===== src/rtl/pll_ctrl_pkg.sv =====
// Shared constants for the PLL control sequencer.
// Assumes a one-bit register address space.
package pll_ctrl_pkg;
    localparam logic ADDR_RATIO  = 1'b0;
    localparam logic ADDR_STATUS = 1'b1;
    localparam int   STAT_OFF_BIT = 2;
    localparam int   STAT_CLR_BIT = 3;
    localparam int   DATA_W       = 8;
endpackage


===== src/rtl/pll_lock_timer.sv =====
// Lock timer: stands in for the analog lock detector by counting oscillator
// ticks after each accepted ratio write. Assumes lock_cycles is held stable
// while a count is running; 0 is treated as 1.
module pll_lock_timer #(
    parameter int LOCK_W = 16
) (
    input  logic              clk,
    input  logic              rst_n,
    input  logic              restart,
    input  logic              run,
    input  logic              osc_en,
    input  logic [LOCK_W-1:0] lock_cycles,
    output logic              locked
);
    logic [LOCK_W-1:0] cnt;
    logic [LOCK_W:0]   target;
    logic [LOCK_W:0]   next_cnt;

    // Effective target count and the incremented count.
    always_comb begin
        target   = (lock_cycles == '0) ? (LOCK_W+1)'(1) : {1'b0, lock_cycles};
        next_cnt = {1'b0, cnt} + (LOCK_W+1)'(1);
    end

    // Count oscillator ticks until the target is reached.
    always_ff @(posedge clk) begin
        if (!rst_n || restart || !run) begin
            cnt    <= '0;
            locked <= 1'b0;
        end else if (!locked && osc_en) begin
            if (next_cnt >= target) locked <= 1'b1;
            else                    cnt    <= next_cnt[LOCK_W-1:0];
        end
    end

    p_restart_drops_lock_r4: assert property (@(posedge clk) disable iff (!rst_n)
        restart |=> !locked);
    p_idle_never_locked_r4: assert property (@(posedge clk) disable iff (!rst_n)
        !run |=> !locked);
endmodule


===== src/rtl/pll_ctrl_regs.sv =====
// Register file with write-ordering rules: holds ratio, divide code,
// PLL-off and the sticky error bit. Cleared only by the main reset.
// Assumes the lock flag comes from the lock timer one register away.
module pll_ctrl_regs
    import pll_ctrl_pkg::*;
#(
    parameter int RATIO_W = 5,
    parameter int DIV_W   = 2
) (
    input  logic               clk,
    input  logic               rst_n,
    input  logic               wr_en,
    input  logic               wr_addr,
    input  logic [DATA_W-1:0]  wr_data,
    input  logic               wr_unlock,
    input  logic               locked,
    output logic [RATIO_W-1:0] ratio,
    output logic [DIV_W-1:0]   divsel,
    output logic               pll_off,
    output logic               wr_err,
    output logic               restart
);
    localparam logic [DIV_W-1:0] DIV_MAX = '1;

    logic               wr_ratio, wr_stat;
    logic               ratio_ok, stat_ok;
    logic [RATIO_W-1:0] new_ratio;
    logic [DIV_W-1:0]   new_div;
    logic               new_off, new_clr, active;

    // Decode the write and apply the ordering rules.
    always_comb begin
        wr_ratio  = wr_en && wr_unlock && (wr_addr == ADDR_RATIO);
        wr_stat   = wr_en && wr_unlock && (wr_addr == ADDR_STATUS);
        new_ratio = wr_data[RATIO_W-1:0];
        new_div   = wr_data[DIV_W-1:0];
        new_off   = wr_data[STAT_OFF_BIT];
        new_clr   = wr_data[STAT_CLR_BIT];
        active    = (ratio != '0);
        ratio_ok  = (divsel == '0) && !(pll_off && new_ratio != '0);
        stat_ok   = (!new_off || !active) &&
                    (!active || new_div == '0 || (locked && new_div != DIV_MAX));
        restart   = wr_ratio && ratio_ok;
    end

    // Register updates; only the main reset returns defaults.
    always_ff @(posedge clk) begin
        if (!rst_n) begin
            ratio   <= '0;
            divsel  <= '0;
            pll_off <= 1'b0;
            wr_err  <= 1'b0;
        end else begin
            if (restart) ratio <= new_ratio;
            if (wr_stat && stat_ok) begin
                divsel  <= new_div;
                pll_off <= new_off;
            end
            if ((wr_ratio && !ratio_ok) || (wr_stat && !stat_ok)) wr_err <= 1'b1;
            else if (wr_stat && new_clr)                          wr_err <= 1'b0;
        end
    end

    p_no_div1_active_r5: assert property (@(posedge clk) disable iff (!rst_n)
        (ratio != '0) |-> (divsel != DIV_MAX));
    p_raise_needs_lock_r5: assert property (@(posedge clk) disable iff (!rst_n)
        (ratio != '0 && divsel != '0) |-> locked);
    p_off_only_bypass_r6: assert property (@(posedge clk) disable iff (!rst_n)
        pll_off |-> (ratio == '0));
    p_protected_still_r7: assert property (@(posedge clk) disable iff (!rst_n)
        (wr_en && !wr_unlock) |=> ($stable(ratio) && $stable(divsel) &&
                                   $stable(pll_off) && $stable(wr_err)));
    p_ratio_refused_r3: assert property (@(posedge clk) disable iff (!rst_n)
        (wr_en && wr_unlock && wr_addr == ADDR_RATIO && divsel != '0)
            |=> (wr_err && $stable(ratio)));
endmodule


===== src/rtl/pll_postdiv.sv =====
// Post-divider: counts source ticks and emits a one-cycle enable per
// divided period. A new divide code is picked up only at a period
// boundary. Code c divides by 2**(2**DIV_W-1-c).
module pll_postdiv #(
    parameter int DIV_W = 2
) (
    input  logic             clk,
    input  logic             rst_n,
    input  logic             soft_rst_n,
    input  logic             src_tick,
    input  logic [DIV_W-1:0] divsel,
    output logic             cpu_en
);
    localparam int MAXC = (1 << DIV_W) - 1;
    localparam int PH_W = (MAXC > 0) ? MAXC : 1;

    logic [DIV_W-1:0] d_act;
    logic [PH_W-1:0]  phase;
    logic [PH_W:0]    factor;
    logic [PH_W-1:0]  last;
    logic             wrap;

    // Division factor of the active code and period end detection.
    always_comb begin
        factor = (PH_W+1)'(1) << (MAXC - int'(d_act));
        last   = PH_W'(factor - (PH_W+1)'(1));
        wrap   = src_tick && (phase == last);
    end

    // Phase counter, boundary-aligned code pickup and enable register.
    always_ff @(posedge clk) begin
        if (!rst_n || !soft_rst_n) begin
            phase  <= '0;
            d_act  <= rst_n ? divsel : '0;
            cpu_en <= 1'b0;
        end else begin
            cpu_en <= wrap;
            if (wrap) begin
                phase <= '0;
                d_act <= divsel;
            end else if (src_tick) begin
                phase <= phase + PH_W'(1);
            end
        end
    end

    p_en_follows_tick_r2: assert property (@(posedge clk) disable iff (!rst_n)
        cpu_en |-> $past(src_tick));
    p_code_at_boundary_r9: assert property (@(posedge clk) disable iff (!rst_n)
        (!wrap && soft_rst_n) |=> $stable(d_act));
endmodule


===== src/rtl/pll_clk_ctrl.sv =====
// Top of the PLL control sequencer: register rules, lock timer, source
// selection and post-divider. Assumes osc_en and vco_en are tick enables
// in the clk domain.
module pll_clk_ctrl
    import pll_ctrl_pkg::*;
#(
    parameter int RATIO_W = 5,
    parameter int DIV_W   = 2,
    parameter int LOCK_W  = 16
) (
    input  logic               clk,
    input  logic               rst_n,
    input  logic               soft_rst_n,
    input  logic               osc_en,
    input  logic               vco_en,
    input  logic [LOCK_W-1:0]  lock_cycles,
    input  logic               wr_en,
    input  logic               wr_addr,
    input  logic [7:0]         wr_data,
    input  logic               wr_unlock,
    output logic [RATIO_W-1:0] ratio_q,
    output logic [DIV_W-1:0]   divsel_q,
    output logic               pll_off_q,
    output logic               locked_q,
    output logic               wr_err_q,
    output logic               cpu_en
);
    logic restart;
    logic src_tick;
    logic use_vco;

    pll_ctrl_regs #(.RATIO_W(RATIO_W), .DIV_W(DIV_W)) u_regs (
        .clk(clk), .rst_n(rst_n), .wr_en(wr_en), .wr_addr(wr_addr),
        .wr_data(wr_data), .wr_unlock(wr_unlock), .locked(locked_q),
        .ratio(ratio_q), .divsel(divsel_q), .pll_off(pll_off_q),
        .wr_err(wr_err_q), .restart(restart)
    );

    pll_lock_timer #(.LOCK_W(LOCK_W)) u_lock (
        .clk(clk), .rst_n(rst_n), .restart(restart),
        .run(ratio_q != '0), .osc_en(osc_en),
        .lock_cycles(lock_cycles), .locked(locked_q)
    );

    // Source select: multiplied ticks only when ratio is set, locked and on.
    always_comb begin
        use_vco  = (ratio_q != '0) && locked_q && !pll_off_q;
        src_tick = use_vco ? vco_en : osc_en;
    end

    pll_postdiv #(.DIV_W(DIV_W)) u_div (
        .clk(clk), .rst_n(rst_n), .soft_rst_n(soft_rst_n),
        .src_tick(src_tick), .divsel(divsel_q), .cpu_en(cpu_en)
    );

    p_bypass_until_lock_r4: assert property (@(posedge clk) disable iff (!rst_n)
        (!locked_q || pll_off_q) |-> (src_tick == osc_en));
endmodule


===== config.mk =====
export PLATFORM = sky130hd
export DESIGN_NAME = pll_clk_ctrl
export DESIGN_NICKNAME = d
export VERILOG_FILES = /design/src/rtl/pll_ctrl_pkg.sv /design/src/rtl/pll_lock_timer.sv /design/src/rtl/pll_ctrl_regs.sv /design/src/rtl/pll_postdiv.sv /design/src/rtl/pll_clk_ctrl.sv
export SDC_FILE = /design/constraint.sdc
export NUM_CORES = 1
export LEC_CHECK = 0
export CAP_MARGIN = 15
export CORE_ASPECT_RATIO = 1.4
export CORE_MARGIN = 2
export CORE_UTILIZATION = 35
export DETAILED_ROUTE_END_ITERATION = 10
export PLACE_DENSITY_LB_ADDON = 0.3
export SLEW_MARGIN = 10
export SYNTH_ARGS = -nofsm -noshare
export SYNTH_HDL_FRONTEND = slang
export SYNTH_SLANG_ARGS = --single-unit
export TNS_END_PERCENT = 50

===== constraint.sdc =====
create_clock -name clk -period 8.8 [get_ports clk]
set_input_delay 1.76 -clock clk [delete_from_list [all_inputs] [get_ports clk]]
set_output_delay 1.76 -clock clk [all_outputs]
set_load 0.005 [all_outputs]

==> reports/summary.txt <==
CTS Buf Count - 5
Routed Antenna Nets - 0
Clock Sinks - 32
total number of vias - 1887
critical path fanouts, max - 29
DR iter-0 viols - 74
core footprint - 0.005822 mm^2
Syn Area/Cell - 8.240 um^2
final setup fails - 0
dpl cells - 357
leading cell types in the layout, fill and taps excluded - 39 x clkdlybuf4s50_1, 30 x dfxtp_1, 23 x a21oi_1
Slew HR - 0.4262
combinational share of power - 0.122
later-pin clock latency in the skew report - 0.29 ns
DIE WIDTH - 69.62 um
# H-tree levels - 2
RR Startpoint - u_lock.cnt[0]
Worst Hold Path Cells - 2
CP Capture Type - flip-flop
leakage power - 1.035 nW
Period minus WS final - 4.732 ns
Sw Pwr - 0.07532 mW
Post-Route Skew - 0.005120 ns
number of global-route vias before repair - 1787
fmax - 211.3 MHz
Slew Limit Fails - 0
class of the worst hold path - reg2reg
Ys Warns - 0
r2r worst-path depth - 12
Register Area - 660.6 um^2
GPL Wtd Cong - 0.8179
Ports - 43
Post-Place Cell Area - 0.002537 mm^2
multi-input logic area - 0.001324 mm^2
Die Y - 95.86 um
clock tree root driver cell - clkbuf_8
clock buffer depth - 2
Worst EP arrival - 4.95 ns
# diodes - 0
first-pass GRT wire length - 7555 um
flop-to-flop setup slack - 4.61 ns
Worst VDD drop - 0.0001058 V
CTS Hold Bufs - 0
Total Neg Setup Slack - 0 ns
reg2reg end - u_lock.cnt[14]
postcts setup bufs - 0
drt total wl - 4386 um
Clk pin slew, worst setup/hold paths - 0.07 ns
status - finished clean
number of enable flip-flop cells after synthesis - 2
Post-Syn Area - 0.002110 mm^2
CTS resizes - 0
most common cell after layout, fill and taps aside - clkdlybuf4s50_1
CTS tree - done
Cell variety after synth - 40
hpwl dp - 3412 um
post-synth net total - 306
Port Buffer Count - 39
Die Area - 0.006673 mm^2
global route overflow - 0
kind of critical path - in2reg
Final Non-Filler Cells - 365
Worst Max-Slew Pin Slew - 0.8581 ns
Mapped Cells - 256
row cnt - 33
ys flop type - dfxtp_1
fill count - 589
Post-synth ARST share - 0
Final period util - 0.5377
Setup crit start - lock_cycles[8]
Flop pwr share - 0.461
pin count of the biggest net entering global routing - 30
RSZ-0062 raised after global routing - no
Pwr Density - 124.3 mW/mm^2
DRC errors left - 0
Hold Vio Cnt, Final - 0
vias per cell - 5.170
critical path launch point type - input port
DR pass1 iterations - 4
post-detailed-route wirelength per cell - 12.02 um
CP endpoint - u_lock.cnt[14]
layout cells sized above 1 - 0.04068
Total GRT Usage - 0.1391
nets - 344
initial antenna violation count - 0
internal power - 0.2534 mW
initial core utilization - 0.3623
#FFs+latches synth - 32
total power draw - 0.3287 mW
fin area - 0.002644 mm^2
Max Cap Viol - 0
Area Growth Syn to Fin - 25.33%
Clk pwr share - 0.418
Seq/Total Area, Yosys - 0.3132
Sw Ratio - 0.2291
CP required - 9.01 ns
==> worst min-delay path by stage <==
stage | slack [ns] | endpoint | startpoint
after floorplan | 0.48 | u_lock.cnt[1] | u_lock.cnt[1]
after global placement | 0.49 | u_lock.cnt[1] | u_lock.cnt[1]
after detailed placement | 0.50 | u_lock.cnt[1] | u_lock.cnt[1]
after CTS | 0.51 | u_lock.cnt[1] | u_lock.cnt[1]
after global routing | 0.53 | u_lock.cnt[1] | u_lock.cnt[1]
final | 0.50 | u_lock.cnt[1] | u_lock.cnt[1]
==> per-stage QoR <==
stage          setup WS, ns    util  hold WS (ns)
2_1_floorplan         5.149       -        0.4784
3_3_place_gp          3.772  0.4358        0.4895
3_5_place_dp          3.750  0.4358        0.5022
4_1_cts               4.033  0.4541        0.5111
5_1_grt               3.694  0.4541        0.5325
6_report              4.068  0.4541        0.5037
==> state kept, by name, summed over array words and instances (netlist names) <==
signal          count
u_lock.cnt         16
u_regs.ratio        5
u_div.phase         3
u_div.d_act         2
u_regs.divsel       2
u_div.cpu_en        1
u_lock.locked       1
u_regs.pll_off      1
u_regs.wr_err       1
==> metal layers <==
metal	GRT usage	vias to the layer above	part of all wire
li1	-	982	-
met1	0.1575	856	0.47
met2	0.2556	43	0.47
met3	0.03141	6	0.050
met4	0.05288	0	0.015
met5	0	-	0
==> critical path: stages <==
cell and delay (ns):
clkdlybuf4s50_1 0.44, nor4_1 0.32, a41o_1 0.23, ha_1 0.23, inv_1 0.05, a21oi_1 0.06, o311ai_2 0.29, nand4_1 0.74
or4_1 0.69, a21oi_1 0.15
==> power groups by stage <==
stage / Combinational [mW] / Clock (mW) / Sequential (mW)
2_1_floorplan: 0.0201 / 0 / 0.154
3_3_place_gp: 0.0399 / 0 / 0.155
3_5_place_dp: 0.0402 / 0 / 0.155
4_1_cts: 0.0405 / 0.142 / 0.151
5_1_grt: 0.0451 / 0.148 / 0.152
6_report: 0.0400 / 0.137 / 0.151
==> synth_stat cells (2+ instances only) <==
| master | number | area, um^2 |
|---|---|---|
| dfxtp_1 | 30 | 600.6 |
| a21oi_1 | 23 | 115.1 |
| inv_1 | 20 | 75.07 |
| ha_1 | 18 | 225.2 |
| nand2_1 | 16 | 60.06 |
| o21ai_0 | 16 | 80.08 |
| nor2_1 | 15 | 56.30 |
| nand3_1 | 12 | 60.06 |
| xnor2_1 | 12 | 105.1 |
| or3_1 | 11 | 68.82 |
| mux2i_1 | 10 | 100.1 |
| nor2b_1 | 10 | 62.56 |
| nand4_1 | 8 | 50.05 |
| or4_1 | 5 | 37.54 |
| xor2_1 | 5 | 43.79 |
| buf_2 | 4 | 20.02 |
| nor3_1 | 4 | 20.02 |
| nor4_1 | 4 | 25.02 |
| a21boi_0 | 2 | 15.01 |
| and2_1 | 2 | 12.51 |
| and3_1 | 2 | 12.51 |
| buf_6 | 2 | 22.52 |
| clkbuf_1 | 2 | 7.510 |
| edfxtp_1 | 2 | 60.06 |
| nand3_2 | 2 | 20.02 |
| nand3b_1 | 2 | 15.01 |
| o211ai_1 | 2 | 15.01 |
| o31ai_1 | 2 | 15.01 |
| or2_1 | 2 | 12.51 |
==> final cells by class <==
cell class / count / area share
multi-input combinational: 196 / 0.5007
sequential: 32 / 0.2499
timing repair buffer: 39 / 0.1477
tap: 70 / 0.03313
inverter: 20 / 0.02840
clock buffer: 5 / 0.02603
clock inverter: 3 / 0.01420
==> cells by family after synthesis <==
| kind of cell | count (synthesis) | synth area share |
|---|---|---|
| XOR/XNOR | 17 | 0.07058 |
| AND/OR/NAND/NOR | 99 | 0.2580 |
| flip-flops | 32 | 0.3132 |
| multiplexers | 10 | 0.04745 |
| adder cells (fa/ha/maj) | 19 | 0.1115 |
| buffers and inverters | 28 | 0.05931 |
| AO/OA/AOI/OAI | 51 | 0.1400 |
(Power assumes the default switching activity.)
